`src/rtl/nand_strobe_ctrl.sv`:
```
`timescale 1ns/1ps
module nand_strobe_ctrl #(
  parameter int DATA_W = 8,
  parameter int CFG_W  = 32
) (
  input  logic              clk,
  input  logic              rst_n,
  input  logic [CFG_W-1:0]  cfg_timing,
  input  logic              req_valid,
  input  logic [1:0]        req_kind,
  input  logic              req_write,
  input  logic [DATA_W-1:0] req_wdata,
  output logic              busy,
  output logic [DATA_W-1:0] rd_data,
  output logic              rd_valid,
  output logic              status_ready,
  output logic              nand_ce_n,
  output logic              nand_cle,
  output logic              nand_ale,
  output logic              nand_we_n,
  output logic              nand_re_n,
  output logic [DATA_W-1:0] nand_dq_out,
  output logic              nand_dq_oe,
  input  logic [DATA_W-1:0] nand_dq_in,
  input  logic              nand_rdy
);
  localparam int WS_LSB = 26, WS_W = 4;
  localparam int WP_LSB = 20, WP_W = 6;
  localparam int WH_LSB = 17, WH_W = 3;
  localparam int RS_LSB = 13, RS_W = 4;
  localparam int RP_LSB = 7,  RP_W = 6;
  localparam int RH_LSB = 4,  RH_W = 3;
  localparam int TA_LSB = 2,  TA_W = 2;
  localparam int CNT_W  = (WP_W > RP_W) ? WP_W : RP_W;

  localparam logic [1:0] K_DATA = 2'd0, K_CMD = 2'd1, K_ADDR = 2'd2, K_LATCH = 2'd3;

  typedef enum logic [2:0] {PH_IDLE, PH_SETUP, PH_STROBE, PH_HOLD, PH_TURN} phase_t;

  phase_t             phase;
  logic [CNT_W-1:0]   cnt, lim;
  logic [CNT_W-1:0]   setup_q, strobe_q, hold_q, turn_q;
  logic               wr_q, cle_q, ale_q, rdy_s1, rdy_s2;
  logic [DATA_W-1:0]  wd_q;

  wire unused_cfg = ^{cfg_timing[31:30], cfg_timing[1:0]};

  wire idle     = (phase == PH_IDLE);
  wire take     = req_valid && idle;
  wire bus_take = take && (req_kind != K_LATCH);
  wire eff_wr   = req_write || (req_kind != K_DATA);
  wire active   = (phase == PH_SETUP) || (phase == PH_STROBE) || (phase == PH_HOLD);

  always_comb begin
    case (phase)
      PH_SETUP:  lim = setup_q;
      PH_STROBE: lim = strobe_q;
      PH_HOLD:   lim = hold_q;
      PH_TURN:   lim = turn_q;
      default:   lim = '0;
    endcase
  end

  wire last    = (cnt == lim);
  wire cap_now = (phase == PH_STROBE) && last && !wr_q;

  always_ff @(posedge clk or negedge rst_n) begin
    if (!rst_n) begin
      phase    <= PH_IDLE;
      cnt      <= '0;
      wr_q     <= 1'b0;
      wd_q     <= '0;
      setup_q  <= '0;
      strobe_q <= '0;
      hold_q   <= '0;
      turn_q   <= '0;
    end else if (bus_take) begin
      phase    <= PH_SETUP;
      cnt      <= '0;
      wr_q     <= eff_wr;
      wd_q     <= req_wdata;
      setup_q  <= eff_wr ? CNT_W'(cfg_timing[WS_LSB +: WS_W]) : CNT_W'(cfg_timing[RS_LSB +: RS_W]);
      strobe_q <= eff_wr ? CNT_W'(cfg_timing[WP_LSB +: WP_W]) : CNT_W'(cfg_timing[RP_LSB +: RP_W]);
      hold_q   <= eff_wr ? CNT_W'(cfg_timing[WH_LSB +: WH_W]) : CNT_W'(cfg_timing[RH_LSB +: RH_W]);
      turn_q   <= CNT_W'(cfg_timing[TA_LSB +: TA_W]);
    end else if (!idle) begin
      if (last) begin
        cnt <= '0;
        case (phase)
          PH_SETUP:  phase <= PH_STROBE;
          PH_STROBE: phase <= PH_HOLD;
          PH_HOLD:   phase <= PH_TURN;
          default:   phase <= PH_IDLE;
        endcase
      end else begin
        cnt <= cnt + CNT_W'(1);
      end
    end
  end

  always_ff @(posedge clk or negedge rst_n) begin
    if (!rst_n) begin
      cle_q <= 1'b0;
      ale_q <= 1'b0;
    end else if (take) begin
      if (req_kind == K_LATCH) begin
        cle_q <= req_wdata[0];
        ale_q <= req_wdata[1];
      end else begin
        cle_q <= (req_kind == K_CMD);
        ale_q <= (req_kind == K_ADDR);
      end
    end
  end

  always_ff @(posedge clk or negedge rst_n) begin
    if (!rst_n) begin
      rd_valid <= 1'b0;
      rd_data  <= '0;
      rdy_s1   <= 1'b0;
      rdy_s2   <= 1'b0;
    end else begin
      rd_valid <= cap_now;
      if (cap_now) rd_data <= nand_dq_in;
      rdy_s1 <= nand_rdy;
      rdy_s2 <= rdy_s1;
    end
  end

  assign busy         = !idle;
  assign status_ready = rdy_s2;
  assign nand_ce_n    = !active;
  assign nand_we_n    = !((phase == PH_STROBE) && wr_q);
  assign nand_re_n    = !((phase == PH_STROBE) && !wr_q);
  assign nand_dq_oe   = active && wr_q;
  assign nand_dq_out  = wd_q;
  assign nand_cle     = cle_q;
  assign nand_ale     = ale_q;

  assert_strobe_excl_R11: assert property (@(posedge clk) disable iff (!rst_n)
    !(!nand_we_n && !nand_re_n));

  assert_idle_quiet_R7: assert property (@(posedge clk) disable iff (!rst_n)
    !busy |-> (nand_ce_n && nand_we_n && nand_re_n && !nand_dq_oe));

  assert_accept_busy_R7: assert property (@(posedge clk) disable iff (!rst_n)
    (req_valid && !busy && req_kind != K_LATCH) |=> busy);

  assert_latch_only_R8: assert property (@(posedge clk) disable iff (!rst_n)
    (req_valid && !busy && req_kind == K_LATCH) |=> (!busy && nand_ce_n));

  assert_latch_excl_R2: assert property (@(posedge clk) disable iff (!rst_n)
    !nand_ce_n |-> !(nand_cle && nand_ale));

  assert_read_capture_R6: assert property (@(posedge clk) disable iff (!rst_n)
    rd_valid |-> (nand_re_n && $past(!nand_re_n)));
endmodule

```
`config.mk`:
```
export PLATFORM = sky130hd
export DESIGN_NAME = nand_strobe_ctrl
export DESIGN_NICKNAME = d
export VERILOG_FILES = /design/src/rtl/nand_strobe_ctrl.sv
export SDC_FILE = /design/constraint.sdc
export NUM_CORES = 1
export LEC_CHECK = 0
export ABC_AREA = 1
export ABC_CLOCK_PERIOD_IN_PS = 1600
export BUFFER_PORTS_ARGS = -buffer_cell sky130_fd_sc_hd__buf_2
export CORE_MARGIN = 2
export CORE_UTILIZATION = 45
export CTS_CLUSTER_DIAMETER = 150
export DETAILED_ROUTE_END_ITERATION = 10
export GPL_ROUTABILITY_DRIVEN = 0
export PLACE_DENSITY = 0.78
export SYNTH_ARGS = -nofsm -noshare
export SYNTH_HDL_FRONTEND = slang
export SYNTH_SLANG_ARGS = --single-unit
```
`constraint.sdc`:
```
create_clock -name clk -period 1.6 [get_ports clk]
set_input_delay 0.08 -clock clk [delete_from_list [all_inputs] [get_ports clk]]
set_output_delay 0.08 -clock clk [all_outputs]
set_load 0.01 [all_outputs]
```
==> results.ini, run 1 <==
[clock_network]
clk_pin_slew_ns = 0.10
tritoncts = yes
htree_num_levels = 2
ctsRootBufferMaster = clkbuf_8
clock_path_buffers = 2
numCtsBuffers = 5
clk_latency_ns = 0.32
clkSinkCount = 46

[route]
drc = 0
detail_route.wl_per_cell_um = 14.2
dr_total_vias = 2479
wirelength_mm = 6.72
drtIter0Drc = 219
vias_per_cell = 5.24
drt.antenna.violating_nets = 0
first_pass_iters = 5

[yosys]
ys_seq_area_share_pct = 50.2
synth_area_leader_cell = dfrtp_1
synth-main-ff-cell = dfrtp_1
synthTopCellsByArea = dfrtp_1, nand2_1, o31ai_1
synth_compound_area_share_pct = 10.8
synthArstFlopShare_pct = 100
ys_seq_elements = 46
synth.avg_cell_area_um2 = 8.04
yosysMostFrequentCell = nand2_1
synthDistinctLibCells = 27
syn_inst = 285
synthAdderAreaFrac_pct = 0.546
synth_xor_area_share_pct = 1.15
synth_simple_gate_area_share_pct = 31.7
synth_common_cells = nand2_1, dfrtp_1, nor2_1, a21oi_1, nand3_1
synthMuxAreaShare_pct = 0
synth_fp_nets = 341
synth_edf_count = 0
synth_top_area_share_pct = 50.2
synth_top_family_by_area = simple AND/OR/NAND/NOR gates
synth_area_um2 = 2290
synth_warnings = 0

[worst_hold_path]
min_path_cells = 3
hold_end = nand_cle
hold_path.startpoint = req_kind[0]
hold_class = in -> reg

[timing]
hold_ws_ns = 0.0524
fin_worst_skew_ns = 0.0174
slew_violations = 0
period_minus_slack_ns = 1.89
rsz0062_at_grt = true
fmax_mhz = 528
period_share_pct = 118
setup_viol = 44
final_hold_viol_count = 0
maxSlewHeadroom_pct = 63.2
worst_pin_slew_ns = 0.551
final.setup.worst_slack_ns = -0.294

[setup_path]
endpoint_kind = register
reg2reg_depth = 11
path_class = reg -> reg
worst_setup_path_start_kind = register
crit_required_ns = 1.80
r2r_start = phase[2]
rrSetupSlack_ns = -0.29
cp.arrival_ns = 2.09
cp_max_fo = 8
r2r_end = cnt[5]

[layout]
antenna_cells = 0
postLayoutCellArea_um2 = 3470
layoutNonFillerInstCount = 473
drive_gt1_share_pct = 38.9
fin_util_pct = 72.1
area_growth_pct = 51.5
fin_nets = 461

[grt]
grt_pass1_vias = 2242
overflow = 0
grt_max_degree = 47
grt_antenna_before_repair = 0
track_usage_pct = 23.2
grt_pass1_wl_mm = 10.1

[die]
coreArea_um2 = 4820
fp-row-count = 25
die_y_um = 75.4
fp.dieW_um = 75.4
fp.dieArea_um2 = 5680
pin_count = 80
initial_core_util_pct = 47.6

[pwr]
switching_power_mw = 2.87
swShare_pct = 44.9
pwr-share-clk_pct = 12.1
power_leakage_nw = 1.80
internal_power_mw = 3.52
seqPwrFrac_pct = 31.3
vdd_drop_max_mv = 0.861
combPwrFrac_pct = 56.6
fin_total_pwr_mw = 6.39
p_per_area_nw_per_um2 = 1840

[placement]
io_buffers = 75
place_hpwl_mm = 4.04
place_inst = 438
dpl_cell_area_um2 = 2870

[status]
status = finished with violations
violations = setup timing

[job]
maxCapViolations = 0

-- cell type report --
class | count | area (um2)
timing repair buffer | 123 | 858
fill | 363 | 1340
tap | 67 | 83.8
inverter | 19 | 86.3
sequential | 46 | 1150
clock buffer | 5 | 68.8
clock inverter | 3 | 26.3
multi-input combinational | 210 | 1190
-- metrics by stage --
step / setup slack (ns) / TNS (ns)
2_1_floorplan: 0.00573 / 0
3_3_place_gp: -0.126 / -1.38
3_5_place_dp: -0.142 / -2.70
4_1_cts: -0.194 / -2.99
5_1_grt: -0.382 / -11.10
6_report: -0.294 / -7.25
-- critical path, cell delays in order, from the launching register on --
cell,delay [ns]
dfrtp_2,0.45
buf_12,0.14
nor2_4,0.19
buf_4,0.16
nand2_2,0.08
nor2_4,0.12
nand2_4,0.09
nand2_4,0.09
nand2_4,0.06
nor3_4,0.20
xor2_1,0.15
a21oi_1,0.05
-- state kept, by name (all words and copies together) (netlist names) --
register / count
rd_data: 8
wr_q: 1
status_ready: 1
hold_q: 3
cnt: 6
phase: 3
strobe_q: 6
nand_cle: 1
turn_q: 2
nand_ale: 1
setup_q: 4
rd_valid: 1
rdy_s1: 1
nand_dq_out: 8
-- worst max path at each step --
stage / start / to / slack (ns) / cells after the start
floorplan: phase[2] / cnt[5] / 0.006 / 9
global placement: phase[2] / phase[1] / -0.13 / 12
detailed placement: phase[2] / phase[1] / -0.14 / 12
CTS: phase[2] / rd_data[3] / -0.19 / 13
global route: phase[1] / rd_data[5] / -0.38 / 12
finish: phase[2] / cnt[5] / -0.29 / 11
-- kinds of logic after synthesis --
kind of cell,after synthesis
flops,46
buf+inv,29
fa+ha+maj,1
xor+xnor,3
compound gates,42
simple gates,164
-- layer usage --
layer / share of wire, % / global-route usage (%) / vias up / routed length, um
met1: 40 / 31.5 / 1182 / 2710
met4: 2.9 / 6.82 / 0 / 192
met3: 4.8 / 4.37 / 19 / 321
li1: - / - / 1177 / -
met2: 52 / 38.1 / 101 / 3500
met5: 0 / 0 / - / 0
-- cell usage in the layout, fill, tap and decap left out, types with 3 or more instances in the layout --
master / netlist / layout
nand2_1: 100 / 91
buf_2: 3 / 73
dfrtp_1: 46 / 43
nor2_1: 23 / 21
dlygate4sd3_1: 0 / 20
buf_4: 1 / 20
nand3_1: 19 / 18
a21oi_1: 19 / 18
inv_1: 16 / 13
o31ai_2: 0 / 10
nand4_1: 9 / 9
nand2_2: 3 / 7
nand2_4: 2 / 6
buf_6: 1 / 6
o21ai_0: 5 / 5
clkbuf_8: 0 / 5
nor2_4: 1 / 4
inv_4: 2 / 3
nor2_2: 4 / 3
xor2_1: 3 / 3
o31ai_4: 0 / 3
inv_6: 0 / 3
dfrtp_2: 0 / 3
buf_12: 0 / 3
-- power by group through the flow --
| stage | Sequential, mW | Clock [mW] | Combinational [mW] |
|---|---|---|---|
| after floorplan | 2.01 | 0 | 1.66 |
| after global placement | 1.96 | 0 | 2.67 |
| after detailed placement | 1.97 | 0 | 2.74 |
| after CTS | 1.96 | 0.785 | 2.95 |
| after global routing | 2.05 | 0.836 | 3.96 |
| final | 2.00 | 0.772 | 3.62 |
-- what timing repair did --
item,4_1_cts,5_1_grt
pin swaps,1,3
setup buffers,4,3
endpoints found under the setup margin,32,46
hold buffers,20,0
gates resized for setup,8,53
hold endpoints to repair,65,0
gates cloned,0,0
No activity file was read; power rests on OpenSTA's default activity.
==> run 2: changes to the inputs <==
Settings changed: CELL_PAD_IN_SITES_DETAIL_PLACEMENT from default to 1, CELL_PAD_IN_SITES_GLOBAL_PLACEMENT from default to 2, CORE_MARGIN 2 to 1.5, CORE_UTILIZATION 45 to 25.
==> run 2 against run 1 <==
  * The flow still finishes with violations (setup timing)
  * Register-to-register slack gained 0.17 ns
  * Sequential share of layout area is 2.9 points lower
  * Worst setup slack improved by 0.17 ns
  * Routed wire length is 15% higher
  * Worst hold slack lost 0.044 ns
  * Combinational power grew 19%
  * Total power rose by 12%
  * Via count down 1.4%
  * Die area grew 72%
  * Critical path depth increased by 1
  * Clock skew is 0.010 ns lower
  * Critical endpoint is now rd_data[2]
  * Largest power group unchanged
==> results.ini, run 2 (synthesis gave the netlist of run 1 again) <==
[grt]
overflow = 0  ; unchanged
top_usage_layer = met2
met2_usage_pct = 27.2  ; -11 points
grt_pass1_vias = 2511  ; +12%
grt_pass1_wl_mm = 12.2  ; +21%
grt_max_degree = 29  ; -38%
grt_util_met3_pct = 2.34  ; -2.0 points
track_usage_pct = 15.5  ; -7.7 points
grt_antenna_before_repair = 0  ; unchanged
met1_usage_pct = 20.3  ; -11 points

[timing]
worst_pin_slew_ns = 0.505  ; -0.0461 ns
setup_viol = 19  ; -57%
maxSlewHeadroom_pct = 66.2  ; +3.0 points
rsz0062_at_grt = true
period_minus_slack_ns = 1.72  ; -0.170 ns
period_share_pct = 108  ; -11 points
slew_violations = 0  ; unchanged
setup_tns_ns = -1.66  ; +5.59 ns
final.setup.worst_slack_ns = -0.124  ; +0.170 ns
fin_worst_skew_ns = 0.00704  ; -0.0104 ns
fmax_mhz = 580  ; +9.9%
final_hold_viol_count = 0  ; unchanged

[setup_path]
rrSetupSlack_ns = -0.12  ; +0.17 ns
path_common_cell = nand2_2
r2r_end = rd_data[2]
reg2reg_depth = 12  ; +1
path_buf_inv = 3  ; +1
path_class = reg -> reg
endpoint_kind = register
path_cells = buf_6 -> buf_4 -> nand3_2 -> nand2_2 -> nand2_2 -> nand3_2 -> nor2_4 -> nand2_4 -> nor2_8 -> buf_12 -> nand2_2 -> nand2_1
crit_required_ns = 1.84  ; +0.04 ns
r2r_start = phase[1]
max_stage_delay_ns = 0.48  ; +0.03 ns
critPathLaunch = phase[1]
path_delay_family = simple AND/OR/NAND/NOR gates
cp.arrival_ns = 1.96  ; -0.13 ns
cp_slowest_cell = dfrtp_2
worst_setup_path_start_kind = register
cp_max_fo = 7  ; -1

[placement]
pre_cts_ws_ns = -0.201  ; -0.0590 ns
place_hpwl_mm = 5.32  ; +32%
place_inst = 483  ; +10%
io_buffers = 75  ; unchanged

[die]
fp-row-count = 34  ; +36%
initial_core_util_pct = 26.0  ; -22 points
fp.dieW_um = 98.8  ; +31%
fp.dieArea_um2 = 9750  ; +72%
pin_count = 80  ; unchanged
die_y_um = 98.8  ; +31%
coreArea_um2 = 8810  ; +83%

[clock_network]
clk_pin_slew_ns = 0.09  ; about the same
clk_latency_ns = 0.30  ; -0.02 ns
clock_path_buffers = 2  ; unchanged
clkSinkCount = 46  ; unchanged
numCtsBuffers = 5  ; unchanged
htree_num_levels = 2  ; unchanged
ctsRootBufferMaster = clkbuf_8
tritoncts = yes

[status]
violations = setup timing
status = finished with violations

[worst_hold_path]
min_path_cells = 3  ; unchanged
hold_path.startpoint = req_wdata[1]
hold_class = in -> reg
hold_end = nand_dq_out[1]

[layout]
area_growth_pct = 66.0
final_cell_mix = nand2_1, buf_2, dfrtp_1
fin_nets = 476  ; +3.3%
drive_gt1_share_pct = 47.7  ; +8.8 points
antenna_cells = 0  ; unchanged
layoutNonFillerInstCount = 529  ; +12%
mostFrequentLayoutCell = nand2_1

[route]
drtIter0Drc = 69  ; -68%
dr_total_vias = 2444  ; -1.4%
detail_route.wl_per_cell_um = 14.6  ; +2.8%
drt.antenna.violating_nets = 0  ; unchanged
vias_per_cell = 4.62  ; -12%
wirelength_mm = 7.73  ; +15%
first_pass_iters = 6  ; +1
drc = 0  ; unchanged

[pwr]
vdd_drop_max_mv = 0.578  ; -33%
fin_total_pwr_mw = 7.13  ; +12%
power_leakage_nw = 1.89  ; +5.0%
p_per_area_nw_per_um2 = 1870  ; +1.9%

[job]
maxCapViolations = 0  ; unchanged

-- run 2: timing repair --
| action | in CTS | in global routing |
|---|---|---|
| hold endpoints to repair | 36 | 0 |
| hold buffers | 19 | 0 |
| cloned | 0 | 2 |
| endpoints found under the setup margin | 25 | 45 |
| resized for setup | 41 | 50 |
| pin swaps | 13 | 22 |
| buffers inserted | 12 | 5 |
-- run 2: layout make-up --
cell class / instances / area (um2)
fill: 1046 / 5000
multi-input combinational: 210 / 1300
sequential: 46 / 1150
timing repair buffer: 138 / 1030
tap: 108 / 135
clock buffer: 7 / 96.3
inverter: 19 / 82.6
clock inverter: 1 / 8.76
-- run 2: power by group --
| group | switching [mW] | internal (mW) | total (mW) |
|---|---|---|---|
| combinational | 2.28 | 2.01 | 4.29 |
| clock | 0.413 | 0.397 | 0.810 |
| sequential | 0.390 | 1.64 | 2.03 |
| total | 3.08 | 4.05 | 7.13 |
-- run 2: per-layer routing --
| layer | share of wire (%) | up-vias |
|---|---|---|
| met5 | 0 | - |
| met1 | 45 | 1189 |
| met3 | 3.3 | 2 |
| li1 | - | 1198 |
| met4 | 0.49 | 0 |
| met2 | 51 | 55 |
-- run 2: worst min-delay path, delay by kind of cell --
kind | cells | cell delay [ns]
simple gates | 2 | 0.10
buf+inv | 1 | 0.09
-- run 2: how the worst max path moves through the flow --
stage	end	slack, ns	cells after the start
3_3_place_gp	rd_data[6]	-0.13	12
4_1_cts	rd_data[3]	-0.11	11
6_report	rd_data[2]	-0.12	12
2_1_floorplan	cnt[5]	0.006	9
3_5_place_dp	rd_data[0]	-0.20	12
5_1_grt	rd_data[2]	-0.24	13
-- run 2: per-stage QoR --
step	hold slack (ns)	util, %	area, um2
finish	0.00820	43.2	3800
detailed placement	0.0745	33.6	2960
global placement	0.0703	33.6	2960
global route	0.0119	43.2	3800
floorplan	-0.216	-	2290
CTS	0.00658	39.9	3510
==> run 3: changes to the inputs <==
Settings changed: CORE_UTILIZATION 25 to 26, CTS_BUF_LIST from default to sky130_fd_sc_hd__clkbuf_4 sky130_fd_sc_hd__clkbuf_8, PLACE_DENSITY 0.78 to 0.8.
==> run 3 against run 2 <==
  * The run ends with hold timing, setup timing left
  * Worst hold slack worse by 0.013 ns
  * Critical path depth is 1 lower
  * Final cell count is 2.8% lower
  * Sequential cell count stayed put
  * Register-to-register slack worse by 0.03 ns
  * Global-route usage is 0.58 points higher
  * Core utilization is 1.9 points lower
  * Critical endpoint is now rd_data[0]
  * Sequential share of layout area is 2.0 points higher
  * Cell area is 6.2% lower
  * Routed wire length is 3.7% lower
  * Combinational power is 10% lower
  * Worst setup slack worse by 0.030 ns
==> results.ini, run 3 (synthesis gave the netlist of run 1 again) <==
[timing]
maxSlewHeadroom_pct = 66.7  ; +0.43 points
hold_ws_ns = -0.00473  ; -0.0129 ns
final.setup.worst_slack_ns = -0.155  ; -0.0305 ns
setup_viol = 26  ; +7
final_hold_viol_count = 1  ; +1
fmax_mhz = 570  ; -1.7%
worst_pin_slew_ns = 0.499  ; -0.00636 ns
period_minus_slack_ns = 1.75  ; +0.0305 ns
period_share_pct = 110  ; +1.9 points
rsz0062_at_grt = true
slew_violations = 0  ; unchanged
fin_worst_skew_ns = 0.0130  ; +0.00599 ns

[clock_network]
ctsRootBufferMaster = clkbuf_8
numCtsBuffers = 5  ; unchanged
clk_pin_slew_ns = 0.10  ; about the same
clock_path_buffers = 2  ; unchanged
clk_latency_ns = 0.31  ; about the same
tritoncts = yes
htree_num_levels = 2  ; unchanged
clkSinkCount = 46  ; unchanged

[grt]
grt_pass1_wl_mm = 12.3  ; +0.68%
track_usage_pct = 16.1  ; +0.58 points
grt_max_degree = 47  ; +62%
grt_antenna_before_repair = 0  ; unchanged
grt_pass1_vias = 2487  ; -0.96%
overflow = 0  ; unchanged

[worst_hold_path]
hold_class = in -> reg
min_path_cells = 3  ; unchanged

[setup_path]
max_stage_delay_ns = 0.47  ; about the same
worst-path-stages = 11  ; -1
worst_setup_path_start_kind = register
path_buf_inv = 2  ; -1
path_cells = nor2_4 -> buf_12 -> nand3_2 -> nand4_1 -> nand3_2 -> nor2_4 -> nand2_4 -> nor2_8 -> inv_4 -> nand2_1 -> nand2_1
reg2reg_depth = 11  ; -1
cp_max_fo = 8  ; +1
path_class = reg -> reg
endpoint_kind = register
cp_slowest_cell = dfrtp_2
crit_required_ns = 1.80  ; -0.04 ns
path_delay_family = simple AND/OR/NAND/NOR gates
cp.arrival_ns = 1.95  ; about the same
rrSetupSlack_ns = -0.15  ; -0.03 ns

[route]
drt.antenna.violating_nets = 0  ; unchanged
detail_route.wl_per_cell_um = 14.5  ; -0.86%
wirelength_mm = 7.44  ; -3.7%
vias_per_cell = 4.62  ; about the same
drc = 0  ; unchanged
dr_total_vias = 2374  ; -2.9%
drtIter0Drc = 108  ; +57%
first_pass_iters = 4  ; -2

[die]
fp-row-count = 34  ; unchanged
fp.dieW_um = 96.9  ; -1.9%
die_y_um = 96.9  ; -1.9%
fp.dieArea_um2 = 9390  ; -3.7%
initial_core_util_pct = 26.5  ; +0.51 points
coreArea_um2 = 8640  ; -1.9%
pin_count = 80  ; unchanged

[placement]
pre_cts_ws_ns = -0.171  ; +0.0304 ns
place_inst = 478  ; -1.0%
io_buffers = 75  ; unchanged
place_hpwl_mm = 5.07  ; -4.7%

[layout]
mostFrequentLayoutCell = nand2_1
antenna_cells = 0  ; unchanged
area_growth_pct = 55.7
fin_nets = 461  ; -3.2%
final_cell_mix = nand2_1, buf_2, dfrtp_1
layoutNonFillerInstCount = 514  ; -2.8%
drive_gt1_share_pct = 40.9  ; -6.9 points

[job]
maxCapViolations = 0  ; unchanged

[pwr]
p_per_area_nw_per_um2 = 1850  ; -1.5%
power_leakage_nw = 1.80  ; -4.6%
vdd_drop_max_mv = 0.624  ; +7.9%

[status]
status = finished with violations
violations = hold timing, setup timing

## run 3: cell type report
cell class                 count  area [um2]
clock buffer                   5        68.8
clock inverter                 3        18.8
fill                        1057        5070
inverter                      19        85.1
multi-input combinational    210        1200
sequential                    46        1150
tap                          108         135
timing repair buffer         122         896
timing repair inverter         1        7.51
## run 3: final timing paths
kind / start / to
min in group asynchronous: rst_n / rd_data[6]
max in group asynchronous: rst_n / phase[2]
worst max register to register: phase[0] / rd_data[0]
worst min-delay path: req_wdata[1] / nand_dq_out[1]
worst min register to register: rdy_s1 / status_ready
worst max-delay path: phase[0] / rd_data[0]
## run 3: per-layer routing
layer | vias up | GRT usage (%) | routed length, um | part of all wire, %
met3 | 13 | 2.75 | 218 | 2.9
met1 | 1131 | 21.0 | 3360 | 45
met2 | 55 | 26.9 | 3710 | 50
met5 | - | 0 | 0 | 0
met4 | 0 | 5.35 | 155 | 2.1
li1 | 1175 | - | - | -
## run 3: power by group
part	switching [mW]	internal, mW
sequential	0.382	1.64
clock	0.426	0.309
combinational	2.12	1.72
## run 3: what timing repair did
| action | 4_1_cts | 5_1_grt |
|---|---|---|
| hold endpoints to repair | 64 | 0 |
| pin swaps | 11 | 16 |
| gates cloned | 0 | 1 |
| setup endpoints to repair | 30 | 45 |
| hold buffers | 19 | 0 |
| resized for setup | 34 | 38 |
| buffers inserted | 5 | 3 |
## run 3: worst reg2reg max path, stage by stage, from the launching register on
cell and delay [ns]:
dfrtp_2 0.47, nor2_4 0.15, buf_12 0.14, nand3_2 0.07, nand4_1 0.13, nand3_2 0.12
nor2_4 0.14, nand2_4 0.09, nor2_8 0.15, inv_4 0.08, nand2_1 0.07, nand2_1 0.05
## run 3: stage by stage
step	util [%]	cell area, um2	TNS [ns]	hold WS [ns]	power [mW]
floorplan	-	2290	0	-0.216	3.67
global placement	34.0	2940	-1.55	0.0799	4.84
detailed placement	34.0	2940	-2.63	0.0940	4.94
CTS	39.2	3380	-1.42	0.00311	6.20
global route	41.3	3570	-5.39	0.0163	7.10
finish	41.3	3570	-2.31	-0.00473	6.59
